**src/rtl/bgs_pkg.sv**
```systemverilog
package bgs_pkg;
  typedef enum logic [1:0] {
    PH_GAP  = 2'd0,
    PH_HIGH = 2'd1,
    PH_LOW  = 2'd2
  } phase_e;
endpackage

```
**src/rtl/bgs_ilim_gate.sv**
```systemverilog
module bgs_ilim_gate (
  input  logic clk,
  input  logic rst_n,
  input  logic ilim_over,
  input  logic ilim_under,
  output logic hs_allow
);
  logic blk_q, blk_d;

  always_comb begin
    blk_d = blk_q;
    if (ilim_over)       blk_d = 1'b1;
    else if (ilim_under) blk_d = 1'b0;
  end

  always_ff @(posedge clk or negedge rst_n) begin
    if (!rst_n) blk_q <= 1'b0;
    else        blk_q <= blk_d;
  end

  assign hs_allow = !blk_q && !ilim_over;

  AST_ILIM_HOLD: assert property (@(posedge clk) disable iff (!rst_n)
    (!hs_allow && !ilim_under) |=> !hs_allow);
endmodule

```
**src/rtl/bgs_zc_latch.sv**
```systemverilog
module bgs_zc_latch (
  input  logic clk,
  input  logic rst_n,
  input  logic zc_det,
  input  logic want_high,
  output logic ls_block
);
  logic zc_q, zc_d;

  always_comb begin
    zc_d = zc_q;
    if (want_high)   zc_d = 1'b0;
    else if (zc_det) zc_d = 1'b1;
  end

  always_ff @(posedge clk or negedge rst_n) begin
    if (!rst_n) zc_q <= 1'b0;
    else        zc_q <= zc_d;
  end

  assign ls_block = zc_q || (zc_det && !want_high);

  AST_ZC_STICKY: assert property (@(posedge clk) disable iff (!rst_n)
    (ls_block && !want_high) |=> (ls_block || want_high));
endmodule

```
**src/rtl/bgs_phase_fsm.sv**
```systemverilog
module bgs_phase_fsm
  import bgs_pkg::*;
#(
  parameter int DEAD_CYC = 3
) (
  input  logic clk,
  input  logic rst_n,
  input  logic hs_req,
  input  logic ls_req,
  input  logic force_low,
  output logic hs_on,
  output logic ls_on
);
  localparam int GW = (DEAD_CYC < 2) ? 1 : $clog2(DEAD_CYC);
  localparam logic [GW-1:0] GAP_LAST = GW'(DEAD_CYC - 1);

  phase_e        ph_q, ph_d;
  logic [GW-1:0] gap_q, gap_d;
  logic          hs_rec_q, hs_rec_d;
  logic          gap_done;

  assign gap_done = (gap_q == GAP_LAST);

  always_comb begin
    ph_d     = ph_q;
    gap_d    = gap_q;
    hs_rec_d = hs_rec_q;
    case (ph_q)
      PH_HIGH: begin
        if (!hs_req) begin
          ph_d     = PH_GAP;
          gap_d    = '0;
          hs_rec_d = 1'b1;
        end
      end
      PH_LOW: begin
        if (!ls_req) begin
          ph_d  = PH_GAP;
          gap_d = '0;
        end
      end
      default: begin
        if (!gap_done) gap_d = gap_q + GW'(1);
        if (gap_done && hs_req) begin
          ph_d = PH_HIGH;
        end else if (ls_req && (gap_done || (force_low && !hs_rec_q))) begin
          ph_d     = PH_LOW;
          hs_rec_d = 1'b0;
        end
      end
    endcase
  end

  always_ff @(posedge clk or negedge rst_n) begin
    if (!rst_n) begin
      ph_q     <= PH_GAP;
      gap_q    <= '0;
      hs_rec_q <= 1'b0;
    end else begin
      ph_q     <= ph_d;
      gap_q    <= gap_d;
      hs_rec_q <= hs_rec_d;
    end
  end

  assign hs_on = (ph_q == PH_HIGH);
  assign ls_on = (ph_q == PH_LOW);

  AST_HS_AFTER_GAP: assert property (@(posedge clk) disable iff (!rst_n)
    $rose(hs_on) |-> $past(!ls_on));
  AST_LS_AFTER_GAP: assert property (@(posedge clk) disable iff (!rst_n)
    $rose(ls_on) |-> $past(!hs_on));
endmodule

```
**src/rtl/bgs_drive_shaper.sv**
```systemverilog
module bgs_drive_shaper #(
  parameter int WEAK_CYC = 2
) (
  input  logic clk,
  input  logic rst_n,
  input  logic hs_on,
  output logic hs_weak,
  output logic sw_tick
);
  logic hs_q;

  always_ff @(posedge clk or negedge rst_n) begin
    if (!rst_n) hs_q <= 1'b0;
    else        hs_q <= hs_on;
  end

  assign sw_tick = hs_on && !hs_q;

  generate
    if (WEAK_CYC > 0) begin : g_weak
      localparam int WW = $clog2(WEAK_CYC + 1);
      localparam logic [WW-1:0] WLIM = WW'(WEAK_CYC);
      logic [WW-1:0] wk_q, wk_d;
      always_comb begin
        if (!hs_on)          wk_d = '0;
        else if (wk_q < WLIM) wk_d = wk_q + WW'(1);
        else                 wk_d = wk_q;
      end
      always_ff @(posedge clk or negedge rst_n) begin
        if (!rst_n) wk_q <= '0;
        else        wk_q <= wk_d;
      end
      assign hs_weak = hs_on && (wk_q < WLIM);

      AST_WEAK_FIRST: assert property (@(posedge clk) disable iff (!rst_n)
        $rose(hs_on) |-> hs_weak);
    end else begin : g_strong
      assign hs_weak = 1'b0;
    end
  endgenerate

  AST_TICK_SINGLE: assert property (@(posedge clk) disable iff (!rst_n)
    sw_tick |=> !sw_tick);
endmodule

```
**src/rtl/buck_gate_seq.sv**
```systemverilog
module buck_gate_seq #(
  parameter int DEAD_CYC = 3,
  parameter int WEAK_CYC = 2
) (
  input  logic clk,
  input  logic rst_n,
  input  logic fb_below,
  input  logic zc_det,
  input  logic ilim_over,
  input  logic ilim_under,
  input  logic drv_off,
  input  logic fault_low,
  output logic hs_on,
  output logic ls_on,
  output logic hs_weak,
  output logic sw_tick
);
  logic hs_allow, ls_block, want_high, hs_req, ls_req;

  bgs_ilim_gate u_ilim (
    .clk(clk), .rst_n(rst_n), .ilim_over(ilim_over),
    .ilim_under(ilim_under), .hs_allow(hs_allow)
  );

  assign want_high = fb_below && hs_allow;

  bgs_zc_latch u_zc (
    .clk(clk), .rst_n(rst_n), .zc_det(zc_det),
    .want_high(want_high), .ls_block(ls_block)
  );

  assign hs_req = !drv_off && !fault_low && want_high;
  assign ls_req = !drv_off && (fault_low || (!want_high && !ls_block));

  bgs_phase_fsm #(.DEAD_CYC(DEAD_CYC)) u_fsm (
    .clk(clk), .rst_n(rst_n), .hs_req(hs_req), .ls_req(ls_req),
    .force_low(fault_low), .hs_on(hs_on), .ls_on(ls_on)
  );

  bgs_drive_shaper #(.WEAK_CYC(WEAK_CYC)) u_shape (
    .clk(clk), .rst_n(rst_n), .hs_on(hs_on),
    .hs_weak(hs_weak), .sw_tick(sw_tick)
  );

  AST_NO_OVERLAP: assert property (@(posedge clk) disable iff (!rst_n)
    !(hs_on && ls_on));
  AST_DISABLE_OFF: assert property (@(posedge clk) disable iff (!rst_n)
    drv_off |=> (!hs_on && !ls_on));
  AST_ILIM_CUT: assert property (@(posedge clk) disable iff (!rst_n)
    ilim_over |=> !hs_on);
  AST_FAULT_HS_OFF: assert property (@(posedge clk) disable iff (!rst_n)
    fault_low |=> !hs_on);
  AST_ZC_LS_OFF: assert property (@(posedge clk) disable iff (!rst_n)
    (zc_det && !fb_below && !fault_low) |=> !ls_on);
  AST_RESET_QUIET: assert property (@(posedge clk)
    !rst_n |-> (!hs_on && !ls_on && !hs_weak && !sw_tick));
endmodule

```
**config.mk**
```make
export PLATFORM = sky130hd
export DESIGN_NAME = buck_gate_seq
export DESIGN_NICKNAME = d
export VERILOG_FILES = /design/src/rtl/bgs_pkg.sv /design/src/rtl/bgs_ilim_gate.sv /design/src/rtl/bgs_zc_latch.sv /design/src/rtl/bgs_phase_fsm.sv /design/src/rtl/bgs_drive_shaper.sv /design/src/rtl/buck_gate_seq.sv
export SDC_FILE = /design/constraint.sdc
export NUM_CORES = 1
export LEC_CHECK = 0
export ABC_CLOCK_PERIOD_IN_PS = 1700
export BUFFER_PORTS_ARGS = -buffer_cell sky130_fd_sc_hd__buf_4
export CORE_AREA = 2 2 39 41
export CTS_CLUSTER_SIZE = 20
export DETAILED_ROUTE_END_ITERATION = 8
export DIE_AREA = 0 0 41 43
export HOLD_SLACK_MARGIN = 0.02
export SETUP_SLACK_MARGIN = 0.15
export SLEW_MARGIN = 0
export SYNTH_ARGS = -nofsm -noshare
export SYNTH_HDL_FRONTEND = slang
export SYNTH_SLANG_ARGS = --single-unit
```
**constraint.sdc**
```tcl
create_clock -name clk -period 1.7 [get_ports clk]
set_input_delay 0.085 -clock clk [delete_from_list [all_inputs] [get_ports clk]]
set_output_delay 0.085 -clock clk [all_outputs]
set_load 0.05 [all_outputs]
```
Word level (Yosys, flattened, before mapping)
Cells that the tools add are included.

word-level totals
  output and inout port bits = 4
  bits in writable memories = 0
  register bits after elaboration = 10
  bits of input ports = 8
  memories = 0
  latch bits = 0
  ROM bits = 0

cells by class
  shift operators = 0
  divide/modulo/power cells = 0
  reductions and logical operators = 30
  multiply operators = 0
  muxes and demuxes = 17
  add/subtract/negate cells = 2
  bitwise logic cells = 1
  order comparisons = 1
  equal/unequal tests = 8

operators by type and width
  operator                                                         number
  2-bit two-way mux                                                7
  1-bit logical AND                                                12
  1-bit zero test                                                  8
  2-bit one-hot mux with 2 select lines                            2
  1-bit two-way mux                                                7
  2-bit != test, second input constant                             3
  3-bit AND reduction                                              2
  2-bit nonzero test                                               3
  2-bit by 1-bit adder with 2-bit output, second input constant    2
  2-bit == test, second input constant                             2
  4-bit AND reduction                                              1
  4-bit nonzero test                                               1
  1-bit logical OR                                                 3
  3-bit by 2-bit != test with 1-bit output, second input constant  1
  2-bit by 1-bit == test with 1-bit output, second input constant  1
  2-bit < comparator, second input constant                        1
  2-bit by 1-bit != test with 1-bit output, second input constant  1
  1-bit one-hot mux with 2 select lines                            1
  1-bit inverter                                                   1

Logic depth before layout (Yosys ltp)
  depth after elaboration = 14
  gate-level depth with buffers = 6

Cells and area by module
From an unflattened synthesis, not the netlist that was laid out.

unflattened totals
  cells, all modules = 52
  area total of the unflattened synthesis = 545.5 µm²

by module, submodules not included
  module            instances  area an instance (µm²)  cells an instance  seq. area each (µm²)
  bgs_phase_fsm     1          319.1                   31                 125.1
  bgs_drive_shaper  1          112.6                   8                  75.1
  bgs_zc_latch      1          43.8                    5                  25.0
  bgs_ilim_gate     1          40.0                    4                  25.0
  buck_gate_seq     1          30.0                    4                  0.0

Least setup slack after synthesis
OpenSTA, ideal clock, no wires.

  kind = register to register
  from = reg u_fsm.ph_q[1]
  to = reg u_fsm.gap_q[1]
  cell stages (with the launch flop) = 7
  setup slack = -0.174 ns
  setup time = 0.125 ns
  arrival = 1.748 ns
  cells stage by stage = dfrtp_1 inv_1 ha_1 nand4_1 a21oi_2 a21o_1 mux2_4

on the way
  cells in the longest elaborated chain, start to end = 3
  elaborated cells on any way between the ends = 7
  classes of those cells = eq/ne (5); mux (1); reduce/logical (1)

RTL lines
  what                                                                                 RTL line             text
  start, declared                                                                      bgs_phase_fsm.sv:17  phase_e ph_q, ph_d;
  start signal, assigned                                                               bgs_phase_fsm.sv:60  ph_q <= ph_d;
  2-bit by 1-bit == test with 1-bit output *                                           n/a
  via hs_on                                                                            buck_gate_seq.sv:13  output logic hs_on,
  3-bit by 2-bit != test with 1-bit output (no line) or 2-bit != test (tied branches)  n/a
  3-bit AND reduction (no line)                                                        n/a
  end signal, assigned                                                                 bgs_phase_fsm.sv:61  gap_q <= gap_d;
  end, declared                                                                        bgs_phase_fsm.sv:18  logic [GW-1:0] gap_q, gap_d;

The timed path passes the listed nets; every way through them passes the cells marked *.
A chain may end at the register's enable or synchronous reset.

Final worst setup path
  from = reg u_ilim.blk_q
  to = reg u_fsm.gap_q[1]

on the way
  cells in the longest elaborated chain, start to end = 12
  elaborated cells on any way between the ends = 14
  classes of those cells = eq/ne (2); reduce/logical (12)

RTL lines
  what                             RTL line                                 text
  start, declared                  bgs_ilim_gate.sv:8                       logic blk_q, blk_d;
  start signal, assigned           bgs_ilim_gate.sv:18                      else blk_q <= blk_d;
  1-bit zero test *                bgs_ilim_gate.sv:21                      assign hs_allow = !blk_q && !ilim_over;
  1-bit logical AND *              bgs_ilim_gate.sv:21
  1-bit logical AND *              buck_gate_seq.sv:25                      assign want_high = fb_below && hs_allow;
  1-bit zero test                  bgs_zc_latch.sv:21, buck_gate_seq.sv:33
  1-bit logical AND                bgs_zc_latch.sv:21                       assign ls_block = zc_q || (zc_det && !want_high);
  1-bit logical OR                 bgs_zc_latch.sv:21
  1-bit zero test                  buck_gate_seq.sv:33                      assign ls_req = !drv_off && (fault_low || (!want_high && !ls_block));
  1-bit logical AND                buck_gate_seq.sv:33
  1-bit logical OR                 buck_gate_seq.sv:33
  1-bit logical AND                buck_gate_seq.sv:33
  2-bit != test (no line)          n/a
  3-bit AND reduction (no line) *  n/a

Every way passes the cells marked *; elsewhere a longest branch is shown, timed or not.

==> summary.md <==
| Metric | Value |
|---|---|
| Die area | `0.00176 mm2` |
| 1st-iter DRT viols | `3` |
| Pwr/cell area | `around 1200 mW/mm2` |
| RSZ-0062 raised after global routing | `true` |
| GP Congestion | `roughly 0.74` |
| Setup TNS | `0 ns` |
| Sequential area share after synthesis | `46.5%` |
| Yosys cell types | `22` |
| Post-DP HPWL | `769 um` |
| Initial antenna violation count | `0` |
| Critical path endpoint category | `flip-flop` |
| Fin nets | `84` |
| Root buffer cell | `clkbuf_4` |
| Count leader, synth | `dfrtp_1` |
| Number of global-route vias before repair | `429` |
| Pleak | `0.000369 uW` |
| Avg Vias per Cell | `between 5 and 6` |
| Clk_lat worst skew | `0.27 ns` |
| Final Critical Period | `1.64 ns` |
| Post-place setup slack | `0.0312 ns` |
| H-tree depth | `1` |
| First-pass GRT wire length | `1720 um` |
| Final WS setup | `0.0621 ns` |
| Initial Utilization | `between 30 and 40%` |
| Worst-path clk slew | `about 0.070 ns` |
| Clk_skew | `0.00317 ns` |
| 1st-pass router iterations | `2` |
| Port bufs | `11` |
| CP max FO | `2` |
| Commonest cells in the netlist | `dfrtp_1 (10), inv_1 (6), nor2_1 (5), nand2_1 (4)` |
| Routed WL | `about 1000 um` |
| Largest net degree at the start of global routing | `11` |
| EDFF count, synth | `0` |
| VDD IR max | `552 uV` |
| CTS tree | `done` |
| #FFs+latches synth | `10` |
| Clock sinks | `10` |
| Register area | `250 um2` |
| Grt ovf | `0` |
| Hold crit path type | `primary input to flip-flop` |
| Antenna diode count | `0` |
| Mapped Area | `538 um2` |
| Slew headroom | `between 80% and 90%` |
| Synth warnings | `0` |
| Share of cells above drive strength 1 | `43.1%` |
| Worst Setup Start Kind | `flip-flop` |
| Syn_nets | `63` |
| Area share of the largest cell type after synthesis | `46.5%` |
| All-Layer GR Usage | `approximately 14%` |
| Worst Tran Pin Value | `0.262 ns` |
| Die span in x | `41 um` |
| Vias | `443` |
| Per-cell routed wire length | `11.4 um` |
| Routed Antenna Nets | `0` |
| Maximum clock insertion buffer count | `2` |
| Mapped Cells | `52` |
| Row cnt | `14` |
| CP Data Required Time | `1.86 ns` |
| Synth async-reset ratio | `100%` |
| Mapped Avg Cell Area | `10.3 um2` |
| Layout area overhead | `42.3%` |
| Multi-input gate area | `307 um2` |
| Cell type with the largest total area after synthesis | `dfrtp_1` |
| Final Slew Violations | `0` |
| Setup Crit Path Kind | `flip-flop to flip-flop` |
| Core area | `0.00138 mm2` |
| Total CTS buffers | `3` |
| Status | `completed` |
| Top FF cell, synth | `dfrtp_1` |
| Filler cells | `130` |
| Crit path DAT | `approximately 1.8 ns` |
| Achievable frequency | `611 MHz` |
| Largest cells by area after synthesis | `dfrtp_1 (47%), ha_1 (7.0%), mux2i_1 (5.6%)` |
| Endpoints failing hold | `0` |
| Max Cap Viol | `0` |
| Die Y | `43 um` |
| DRC | `0` |
| # IOs | `12` |
| Period utilization | `96.3%` |
| Final setup violation count | `0` |
## layout make-up
type	instances	area share (%)
sequential	10	32.7
inverter	6	2.94
clock buffer	4	4.74
multi-input combinational	36	40.0
tap	16	2.61
timing repair buffer	16	17.0
## registers in the layout, indices dropped and copies added, names as in the netlist
name	cells
u_zc.zc_q	1
u_fsm.gap_q	2
u_shape.hs_q	1
u_shape.g_weak.wk_q	2
u_ilim.blk_q	1
u_fsm.hs_rec_q	1
u_fsm.ph_q	2
## report_power, final
part / total, uW / internal [uW] / switching [uW]
Sequential: 296 / 278 / 18.5
Combinational: 368 / 169 / 198
Clock: 218 / 130 / 88.2
## stage by stage
stage | hold WS, ns | util (%) | cells | area [um2] | power (uW)
2_1_floorplan | -0.211 | - | 52 | 548 | 565
3_3_place_gp | -0.0774 | 48.6 | 82 | 673 | 646
3_5_place_dp | -0.0776 | 48.6 | 82 | 673 | 655
4_1_cts | 0.0207 | 53.0 | 88 | 733 | 887
5_1_grt | 0.0247 | 55.3 | 88 | 766 | 959
6_report | 0.0197 | 55.3 | 88 | 766 | 882
## cells by family after synthesis
logic type	synth area share, %
fa+ha+maj	6.98
flops	46.5
simple gates	17.0
compound gates	15.3
buf+inv	4.19
xor+xnor	1.63
mux	8.37
## path summary, 6_finish.rpt
check,cells after the start,startpoint,slack (ns),end
worst max-delay path,5,u_ilim.blk_q,0.06,u_fsm.gap_q[1]
worst min-delay path,2,ilim_over,0.02,u_ilim.blk_q
worst max register to register,5,u_ilim.blk_q,0.06,u_fsm.gap_q[1]
worst min register to register,1,u_shape.g_weak.wk_q[0],0.52,u_shape.g_weak.wk_q[1]
max in group asynchronous,2,rst_n,1.39,u_fsm.ph_q[0]
min in group asynchronous,2,rst_n,0.18,u_fsm.ph_q[1]
## critical path, stage by stage (launching register included)
cell	delay [ns]
dfrtp_1	0.38
or4b_4	0.49
o211ai_2	0.09
a21oi_2	0.08
a21o_1	0.19
mux2_4	0.29
## metal layers
metal,up-vias,routed length (um),track usage [%],share of wire (%)
met1,207,447,17.8,45
li1,219,-,-,-
met3,5,60,3.14,6.0
met5,-,0,0,0
met4,0,23,8.00,2.3
met2,12,470,22.2,47
## repair_timing
action,in CTS,in global routing
setup buffers,1,0
hold buffers,1,0
setup endpoints to repair,3,6
gates resized for setup,2,7
pin swaps,3,0
endpoints found under the hold margin,10,0
## cell usage in the layout (no fill, tap or decap), types with 2 or more instances in the layout
cell type / instances
nand2_1: 4
buf_6: 2
buf_4: 13
mux2i_1: 3
a21oi_2: 2
nor2_1: 3
ha_2: 2
clkbuf_4: 3
a21o_1: 2
inv_1: 6
o21ai_0: 2
dfrtp_1: 10
No activity file was read; power rests on OpenSTA's default activity.
